==> config.mk <==
export PLATFORM = sky130hd
export DESIGN_NAME = trap_entry_seq
export DESIGN_NICKNAME = d
export VERILOG_FILES = /design/src/rtl/trap_entry_seq.sv
export SDC_FILE = /design/constraint.sdc
export NUM_CORES = 1
export LEC_CHECK = 0
export CAP_MARGIN = 20
export CORE_AREA = 2 2 164 166
export DETAILED_ROUTE_END_ITERATION = 7
export DIE_AREA = 0 0 166 168
export DONT_BUFFER_PORTS = 1
export GPL_TIMING_DRIVEN = 0
export REMOVE_ABC_BUFFERS = 1
export SLEW_MARGIN = 20
export SYNTH_ARGS = -nofsm -noshare
export SYNTH_HDL_FRONTEND = slang
export SYNTH_SLANG_ARGS = --single-unit
==> constraint.sdc <==
create_clock -name clk -period 6.8 [get_ports clk]
set_input_delay 1.7 -clock clk [delete_from_list [all_inputs] [get_ports clk]]
set_output_delay 1.7 -clock clk [all_outputs]
set_load 0.01 [all_outputs]
==> src/rtl/trap_entry_seq.sv <==
module trap_entry_seq #(
  parameter int XLEN       = 32,
  parameter int IE_BIT     = 1,
  parameter int BIP_BIT    = 3,
  parameter int EIP_BIT    = 9,
  parameter int UM_BIT     = 11,
  parameter int VM_BIT     = 13,
  parameter int ESR_DS_BIT = 12,
  parameter int ESS_LSB    = 5,
  parameter int ESS_W      = 7
) (
  input  logic            clk,
  input  logic            rst_n,
  input  logic            exc_req,
  input  logic            mmu_req,
  input  logic            irq_req,
  input  logic            brk_req,
  input  logic [XLEN-1:0] pc_in,
  input  logic [XLEN-1:0] msr_in,
  input  logic            in_dslot,
  input  logic            after_imm,
  input  logic            branch_imm,
  input  logic [XLEN-1:0] btarget,
  input  logic [XLEN-1:0] vec_base,
  input  logic [4:0]      exc_cause,
  input  logic            exc_unaligned,
  input  logic [XLEN-1:0] exc_addr,
  input  logic            ess_valid,
  input  logic [ESS_W-1:0] ess_bits,
  input  logic            mmu_miss,
  input  logic            mmu_fetch,
  input  logic            mmu_store,
  input  logic [XLEN-1:0] fault_addr,
  output logic            entry_valid,
  output logic [XLEN-1:0] new_pc,
  output logic            link_we,
  output logic [4:0]      link_sel,
  output logic [XLEN-1:0] link_val,
  output logic [XLEN-1:0] new_msr,
  output logic            esr_we,
  output logic [XLEN-1:0] new_esr,
  output logic            ear_we,
  output logic [XLEN-1:0] new_ear,
  output logic            btr_we,
  output logic [XLEN-1:0] new_btr,
  output logic            clr_resv,
  output logic            clr_iflags
);
  localparam logic [XLEN-1:0] OFS_EXC = XLEN'(32'h20);
  localparam logic [XLEN-1:0] OFS_BRK = XLEN'(32'h18);
  localparam logic [XLEN-1:0] OFS_IRQ = XLEN'(32'h10);
  localparam logic [XLEN-1:0] CODE_UNALIGNED = XLEN'(1);

  logic irq_ok, t_mmu, t_exc, t_brk, t_irq, take;
  logic [XLEN-1:0] n_pc, n_link, n_msr, n_esr, n_ear, restart;
  logic [4:0] n_sel;
  logic n_ear_we;

  assign irq_ok = irq_req & msr_in[IE_BIT] & ~msr_in[EIP_BIT] & ~msr_in[BIP_BIT]
                  & ~in_dslot & ~after_imm;
  assign t_mmu = mmu_req;
  assign t_exc = exc_req & ~mmu_req;
  assign t_brk = brk_req & ~mmu_req & ~exc_req;
  assign t_irq = irq_ok & ~mmu_req & ~exc_req & ~brk_req;
  assign take  = t_mmu | t_exc | t_brk | t_irq;

  assign restart = in_dslot  ? pc_in - (branch_imm ? XLEN'(8) : XLEN'(4)) :
                   after_imm ? pc_in - XLEN'(4) : pc_in;

  always_comb begin
    n_msr = msr_in;
    n_pc = vec_base + OFS_IRQ;
    n_sel = 5'd14;
    n_link = pc_in;
    n_esr = '0;
    n_ear = fault_addr;
    n_ear_we = 1'b0;
    if (t_mmu) begin
      n_pc = vec_base + OFS_EXC;
      n_sel = 5'd17;
      n_link = restart;
      n_msr[EIP_BIT] = 1'b1;
      n_esr = XLEN'(16) | XLEN'({mmu_miss, mmu_fetch});
      n_esr[10] = mmu_store;
      n_ear_we = 1'b1;
    end else if (t_exc) begin
      n_pc = vec_base + OFS_EXC;
      n_sel = 5'd17;
      n_link = pc_in + XLEN'(4);
      n_msr[EIP_BIT] = 1'b1;
      if (exc_unaligned) begin
        n_esr = CODE_UNALIGNED;
        if (ess_valid) n_esr[ESS_LSB +: ESS_W] = ess_bits;
        n_ear = exc_addr;
        n_ear_we = 1'b1;
      end else begin
        n_esr = XLEN'(exc_cause);
      end
    end else if (t_brk) begin
      n_pc = vec_base + OFS_BRK;
      n_sel = 5'd16;
      n_msr[BIP_BIT] = 1'b1;
    end else begin
      n_msr[IE_BIT] = 1'b0;
    end
    n_esr[ESR_DS_BIT] = in_dslot;
    n_msr[VM_BIT+1] = msr_in[VM_BIT];
    n_msr[UM_BIT+1] = msr_in[UM_BIT];
    n_msr[VM_BIT] = 1'b0;
    n_msr[UM_BIT] = 1'b0;
  end

  always_ff @(posedge clk) begin
    if (!rst_n) begin
      entry_valid <= 1'b0;
      link_we <= 1'b0;
      esr_we <= 1'b0;
      ear_we <= 1'b0;
      btr_we <= 1'b0;
      clr_resv <= 1'b0;
      clr_iflags <= 1'b0;
      new_pc <= '0;
      link_sel <= '0;
      link_val <= '0;
      new_msr <= '0;
      new_esr <= '0;
      new_ear <= '0;
      new_btr <= '0;
    end else begin
      entry_valid <= take;
      link_we <= take;
      esr_we <= t_mmu | t_exc;
      ear_we <= n_ear_we;
      btr_we <= (t_mmu | t_exc) & in_dslot;
      clr_resv <= take;
      clr_iflags <= take;
      if (take) begin
        new_pc <= n_pc;
        link_sel <= n_sel;
        link_val <= n_link;
        new_msr <= n_msr;
        new_esr <= n_esr;
        new_ear <= n_ear;
        if (in_dslot) new_btr <= btarget;
      end
    end
  end
endmodule

### Yosys cells after proc, flatten, opt, wreduce, memory -nomap -nowiden

Cells that the tools add are included.

* register bits after elaboration: 199
* bits of input ports: 218
* output and inout port bits: 204
* word-level logic and storage cells: 69

* add/sub/neg operators: 6
* muxes and demuxes: 29
* bitwise gates (word level): 22
* reductions and logical operators: 1

Operator list (count)
* two-way mux 32 bit: 10
* adder 32 x 5 -> 32 bit (second input constant): 2
* two-way mux 12 bit: 3
* adder 32 x 3 -> 32 bit (second input constant): 1
* adder 32 x 6 -> 32 bit (second input constant): 1
* subtractor 32 x 3 -> 32 bit (second input constant): 1
* subtractor 32 x 4 -> 32 bit: 1
* two-way mux 5 bit: 3
* AND 1 bit: 12
* two-way mux 1 bit: 11
* two-way mux 7 bit: 1
* inverter 1 bit: 7
* two-way mux 4 bit: 1
* OR 1 bit: 3
* AND reduction 2 bit: 1

### Longest topological paths before layout

Gate-level depths: netlist of the first run.

* depth after elaboration: 10
* gate-level depth with buffers: 11
* gate-level depth less buffers: 10

### Least setup slack after synthesis of the first run

OpenSTA, ideal clock, no wires.

* kind: input-to-reg
* start point: input pc_in[2]
* end point: register link_val[20]
* setup time: 62 ps
* data arrival time: 3755 ps
* data required time: 6738 ps
* setup slack: 2983 ps
* stages: 11
* buffers on the path: 1
* cell sequence: clkbuf_1 -> inv_1 -> ha_1 -> inv_1 -> fa_1 -> nand2b_1 -> a2111oi_4 -> and3_1 -> a31oi_1 -> or4_1 -> nand3_1

* longest elaborated chain between the ends: 4
* elaborated cells on any way between the ends: 7
* classes of those cells: add/sub (3); mux (4)

Ends and longest elaborated chain
* start: declaration: RTL line 18 `input logic [XLEN-1:0] pc_in,`
* subtractor 32 x 3 -> 32 bit: RTL line 68 `after_imm ? pc_in - XLEN'(4) : pc_in;`
* two-way mux 32 bit: RTL line 68
* two-way mux 32 bit: RTL line 67 `assign restart = in_dslot ? pc_in - (branch_imm ? XLEN'(8) : XLEN'(4)) :`
* two-way mux 32 bit *: RTL line 78 `if (t_mmu) begin`
* end signal: assignment: RTL line 140 `link_val <= n_link;`
* end: declaration: RTL line 38 `output logic [XLEN-1:0] link_val,`

Mark *: on every way between the ends. The rest lies on a longest branch, timed or not.
A chain may end at the register's enable or synchronous reset.

### Worst setup path in the final report of the first run

* start point: input branch_imm
* end point: register link_val[14]

* longest elaborated chain between the ends: 4

Ends and longest elaborated chain
* start: declaration: RTL line 22 `input logic branch_imm,`
* two-way mux 4 bit: RTL line 67
* subtractor 32 x 4 -> 32 bit: RTL line 67
* two-way mux 32 bit: RTL line 67
* two-way mux 32 bit: RTL line 78

No other way between the ends.

==> results of run 1 <==
==> where the power goes <==
| part | switching, mW | leakage [nW] | internal, mW |
|---|---|---|---|
| clock network | 0.474 | 0.277 | 0.487 |
| logic | 0.119 | 1.63 | 0.0779 |
| registers | 0.0839 | 1.48 | 1.11 |
| total | 0.677 | 3.39 | 1.68 |
==> flip-flops by register name, indices dropped and copies added, names as in the netlist <==
register,count
link_val,32
btr_we,1
new_ear,32
ear_we,1
clr_iflags,1
new_msr,30
new_pc,32
new_esr,13
link_sel,3
esr_we,1
new_btr,32
==> how the worst max path moves through the flow <==
stage                    to  slack, ps
2_1_floorplan    new_btr[0]       -570
3_3_place_gp    new_btr[20]      -3590
3_5_place_dp    new_btr[25]       2410
4_1_cts         new_btr[25]       2880
5_1_grt        link_val[14]       2990
6_report       link_val[14]       3130
==> stage by stage <==
stage / worst slack, ps / TNS (ps) / power (mW)
global route: 2990 / 0 / 2.47
finish: 3130 / 0 / 2.35
CTS: 2880 / 0 / 2.40
floorplan: -571 / -18260 / 1.35
detailed placement: 2410 / 0 / 1.42
global placement: -3590 / -246270 / 1.42
==> worst max-delay path, cell delays in order <==
cell	delay, ps
inv_1	100
ha_1	180
inv_1	50
fa_1	340
nand2b_1	230
a21o_1	230
nor4_1	540
a21oi_1	170
or4_1	420
nand3_1	80
==> logic make-up after synthesis <==
family / count (synthesis)
flip-flops: 178
multiplexers: 4
adder cells (fa/ha/maj): 9
buffers and inverters: 134
other: 1
AO/OA/AOI/OAI: 244
XOR/XNOR: 38
AND/OR/NAND/NOR: 485
==> final cells by class <==
cell class | instances | area (um2) | area share
clock buffer | 17 | 425 | 0.0463
clock inverter | 15 | 146 | 0.0159
multi-input combinational | 801 | 4390 | 0.477
inverter | 23 | 91.3 | 0.00994
sequential | 178 | 3560 | 0.388
tap | 341 | 427 | 0.0464
timing repair buffer | 7 | 148 | 0.0161
==> routing by layer <==
metal | global-route usage | wire length, um
met3 | 0.0757 | 2790
met5 | 0 | 0
met4 | 0.0431 | 289
met2 | 0.289 | 12400
met1 | 0.213 | 10700
==> cell usage after synthesis (all sizes together) (2+ instances only) <==
cell type and number:
a211oi 5, a21oi 107, a221oi 2, a22oi 10, a311o 2, a311oi 35, a31o 2, a31oi 4
a32o 2, and2 9, and3 9, and4 5, buf 42, clkbuf 69, dfxtp 178, ha 8
inv 23, mux2i 3, nand2 197, nand2b 4, nand3 83, nand4 18, nand4b 7, nor2 89
nor2b 3, nor3 21, nor4 13, nor4b 3, o2111ai 2, o211ai 13, o21ai 43, o21bai 2
o221ai 3, o22ai 2, or2 2, or3 15, or4 6, xnor2 21, xor2 17
==> results.md, run 1 <==
* Via count at 7,519
* Yosys top cell by area: dfxtp_1
* Gr ovfl total at 0
* Hold Crit Class: reg2reg
* PostCTS Resize Cnt at 0
* Most frequent cells in the layout: nand2_1, dfxtp_1, a21oi_1
* Worst Setup SP: branch_imm
* Post-route insts no fill at 1,382
* Worst hold margin at between 400 and 500 ps
* Xor/xnor share of the synthesized area at 0.0393
* # port buffers at 0
* Max Cap Violations at 0
* Startpoint Class: primary input
* Die Area at 0.0279 mm2
* Remaining DRCs at 0
* Cts-stage hold buffer count at 0
* Yosys cell types at 60
* Final ANT Viol Nets at 0
* Crit. End Element: flop
* Standard-cell rows at 60
* Fin crit period at 3670 ps
* Reg2reg setup slack at 5910 ps
* CP Max Fanout at 4
* Core Region at roughly 0.026 mm2
* Adder-cell area share of the yosys netlist at 0.0142
* Die width at 166 um
* Clock transition at the registers of the reported paths at 70 ps
* Initial Util at 0.321
* Global-route wire length before repair at 39.0 mm
* Lkg Pwr at around 3.4 nW
* Vias per Instance at roughly 5.4
* Clk_lat worst skew at approximately 430 ps
* Hold Path Sink: new_msr[30]
* Worst IR Drop VDD at 121 uV
* Worst-Margin Slew at 882 ps
* Inst Count DP at 1,350
* Post-synthesis mux area share at 0.00488
* Number of synthesized flops with an enable pin at 0
* Pin count of the biggest net entering global routing at 80
* Commonest non-fill, non-tap cell in the layout: nand2_1
* Crit Reg-Reg Endpoint: link_sel[3]
* Compound-Gate Fraction of Synth Area at 0.182
* Clk buf depth at 2
* Yosys warns at 0
* Post-Layout Inst Area at 0.00919 mm2
* Final wirelength at 26.2 mm
* R2R depth at 2
* Area share of and/or/nand/nor cells after synthesis at 0.266
* Fill count at 2,771
* CTS root buffer: clkbuf_16
* Async SR Flop Fraction at 0
* DP HPWL at ~19 mm
* Sequential fraction of the synthesis area at 0.421
* Syn Area/Cell at 7.75 um2
* Top Ports at 422
* RSZ-0062 raised after global routing: no
* Slew headroom at 0.410
* Top post-synthesis cells by area: dfxtp_1, nand2_1, a21oi_1
* TritonRoute pass-1 iters at 5
* Status: finished clean
* Total Routing Usage GR at 0.176
* Final period util at 0.540
* Worst Path Arrival at 4030 ps
* Clock Skew at 0 ps
* Worst Path Required at 7160 ps
* Max-slew violation count at 0
* PD cells at 256 mW/mm2
* Reg-to-Reg Start: link_sel[3]
* GP Congestion at 0.793
* Wirelength per Cell at 19.0 um
* Initial DRC count at 383
* Die Y at about 170 um
* Mapped Cells at around 1,100
* Main combinational cell family by area after synthesis: simple AND/OR/NAND/NOR gates
* DP Area at 0.00861 mm2
* H-tree depth at 4
* Ratio of cells with drive above 1 in the final layout at 0.0538
* Setup Buffers After CTS at 0
* Antenna cells at 0
* Fmax at 273 MHz
* Vias in the first global route at 6,697
* CTS tree: done
* Synthesized area at 0.00847 mm2
* Hold Vio Cnt, Final at 0
* Setup violations, final at 0
* Top-area cell type share of the netlist area at 0.421
* Final #Nets at about 1,300
* Number of buffers created by CTS at 17
* Clock sink total at 178
* Initial antenna violation count at 1
* Yosys reg bits at 178
* Post-synth top flop: dfxtp_1
* Final Core Density at 0.349
* Kind of critical path: in2reg
* HP Start: new_msr[30]
* Synthesis-to-finish area growth at 8.50%
* Hold Path Stages at 2
Power figures use the tool's default switching activity.
==> inputs of run 2 (changes only) <==
- clock period: 6.8 -> 3.65 ns (I/O delays scaled with it)
==> results of run 2 <==
Same layout as run 1 (identical final DEF). Status: finished clean.
Among the figures that moved: setup slack after placement 2410 ps -> 50.9 ps; setup slack after layout 3130 ps -> 769 ps; register-to-register setup slack 5910 ps -> 2760 ps; total power 2.35 mW -> 4.38 mW; worst IR drop on VDD 121 uV -> 225 uV
==> inputs of run 3 (changes only) <==
- clock period: 3.65 -> 2.4 ns (I/O delays scaled with it)
==> results.md, run 3 (same netlist as run 1, synthesis figures left out) <==
* Flop pwr share at 0.507 (about the same)
* Power share of the combinational group at 0.085 (about the same)
* Initial Util at 0.321 (unchanged)
* DP HPWL at 18.9 mm (unchanged)
* H-tree depth at 4 (unchanged)
* GP Congestion at 0.793 (unchanged)
* Remaining DRCs at 0 (unchanged)
* Worst Path Arrival at approximately 2600 ps
* Post-route insts no fill at 1,385 (+0.22%)
* Delay-heaviest family, CP: compound AO/OA/AOI/OAI gates
* Clock transition at the registers of the reported paths at 70 ps (about the same)
* Sw frac at 0.288
* Top Ports at 422 (unchanged)
* Slew headroom at 0.409 (-0.000553)
* Met1 wire length at 10.6 mm (-1.1%)
* Clock Skew at 0 ps (unchanged)
* Final period util at 0.973
* Ratio of cells with drive above 1 in the final layout at 0.0623 (+0.00853)
* Setup violations, final at 0 (unchanged)
* Critical-path cell with the highest stage delay: a2111oi_4
* Die Y at 168 um (unchanged)
* Worst Path Required at 2700 ps
* P_sw at 1.92 mW
* Initial antenna violation count at 1 (unchanged)
* Final wirelength at 26.2 mm (about the same)
* Final Core Density at 0.351 (+0.00228)
* Max-slew violation count at 0 (unchanged)
* Kind of critical path: in2reg
* Clk buf depth at 2 (unchanged)
* Die Area at 0.0279 mm2 (unchanged)
* Via count at 7,575 (+0.74%)
* Wirelength per Cell at 18.9 um (-0.26%)
* Startpoint Class: primary input
* Fmax at 428 MHz
* Vias per Instance at 5.47 (+0.53%)
* Global-route wire length before repair at 39.0 mm (about the same)
* Clock sink total at 178 (unchanged)
* Inst Count DP at 1,350 (unchanged)
* TritonRoute pass-1 iters at 5 (unchanged)
* Commonest non-fill, non-tap cell in the layout: nand2_1
* Worst-Margin Slew at 883 ps (+0.825 ps)
* Cell breakdown of the critical path: clkinvlp_4 -> ha_2 -> inv_1 -> fa_1 -> nand2b_4 -> a2111oi_4 -> nand3_2 -> o22ai_1 -> mux2i_1 -> a311o_1
* Core Region at 0.0264 mm2 (unchanged)
* Crit. End Element: flop
* Synthesis-to-finish area growth at 9.21%
* CP Buf/Inv Count at 2 (unchanged)
* Pint at 4.75 mW
* Number of buffers created by CTS at 17 (unchanged)
* Vias in the first global route at 6,689 (-0.12%)
* CTS root buffer: clkbuf_16
* Met3 WL at 2.79 mm (+0.29%)
* Metal2 WL at 12.5 mm (+0.76%)
* CTS tree: done
* Pin count of the biggest net entering global routing at 80 (unchanged)
* Die width at 166 um (unchanged)
* # port buffers at 0 (unchanged)
* Initial DRC count at 422 (+10%)
* Status: finished clean
* Top routing layer used: met4
* Critical Path Max Stage Delay at 430 ps (-110 ps)
* Total Routing Usage GR at 0.176 (about the same)
* Final #Nets at 1,257 (+0.16%)
* PD cells at about 720 mW/mm2
* CP Max Fanout at 3 (-1)
* Gr ovfl total at 0 (unchanged)
* Worst IR Drop VDD at 347 uV
* Fin crit period at 2330 ps
* Worst hold margin at 295 ps (-203 ps)
* Hold Vio Cnt, Final at 0 (unchanged)
* Clk_lat worst skew at 420 ps (about the same)
* Most frequent cells in the layout: nand2_1, dfxtp_1, a21oi_1
* Lkg Pwr at 3.40 nW (+0.39%)
* Max Cap Violations at 0 (unchanged)
* Hold Crit Class: in2reg
* Clock power frac at 0.408 (about the same)
* Final ANT Viol Nets at 0 (unchanged)
* RSZ-0062 raised after global routing: no
* Standard-cell rows at 60 (unchanged)
run 3: layout make-up:
cell class	count	area, um2
inverters	23	95.1
repair buffers	9	163
clock inverters	15	146
clock buffers	17	425
fillers	2767	17100
multi-input cells	801	4430
well taps	341	427
flip-flops and latches	178	3560
diodes	1	2.50
run 3: final timing paths:
kind	from	to	slack (ps)	depth (start not counted)
worst max-delay path	branch_imm	link_val[30]	70	10
worst min-delay path	rst_n	link_sel[3]	290	2
worst max register to register	link_val[23]	link_val[23]	1520	2
worst min register to register	new_msr[30]	new_msr[30]	500	2
run 3: power groups by stage:
| stage | Sequential (mW) | Combinational, mW | Clock [mW] |
|---|---|---|---|
| 2_1_floorplan | 3.40 | 0.438 | 0 |
| 3_3_place_gp | 3.46 | 0.554 | 0 |
| 3_5_place_dp | 3.46 | 0.565 | 0 |
| 4_1_cts | 3.39 | 0.566 | 2.83 |
| 5_1_grt | 3.41 | 0.644 | 2.94 |
| 6_report | 3.39 | 0.564 | 2.72 |
run 3: through the flow:
step	setup WS (ps)	TNS (ps)	instance area, um2	power, mW
after floorplan	-3870	-414960	8020	3.84
after global placement	-6890	-796830	8450	4.01
after detailed placement	-887	-32080	8610	4.02
after CTS	17.6	0	9200	6.79
after global routing	1.65	0	9250	6.99
final	65.6	0	9250	6.67
run 3: layer usage:
metal | track usage | up-vias
li1 | - | 3673
met1 | 0.213 | 3516
met2 | 0.289 | 372
met3 | 0.0757 | 14
met4 | 0.0431 | 0
met5 | 0 | -
run 3: repair_timing:
action	in CTS	in global routing
resized for setup	4	10
setup buffers	0	2
endpoints found under the setup margin	36	43
pin swaps	0	3
hold buffers	0	0
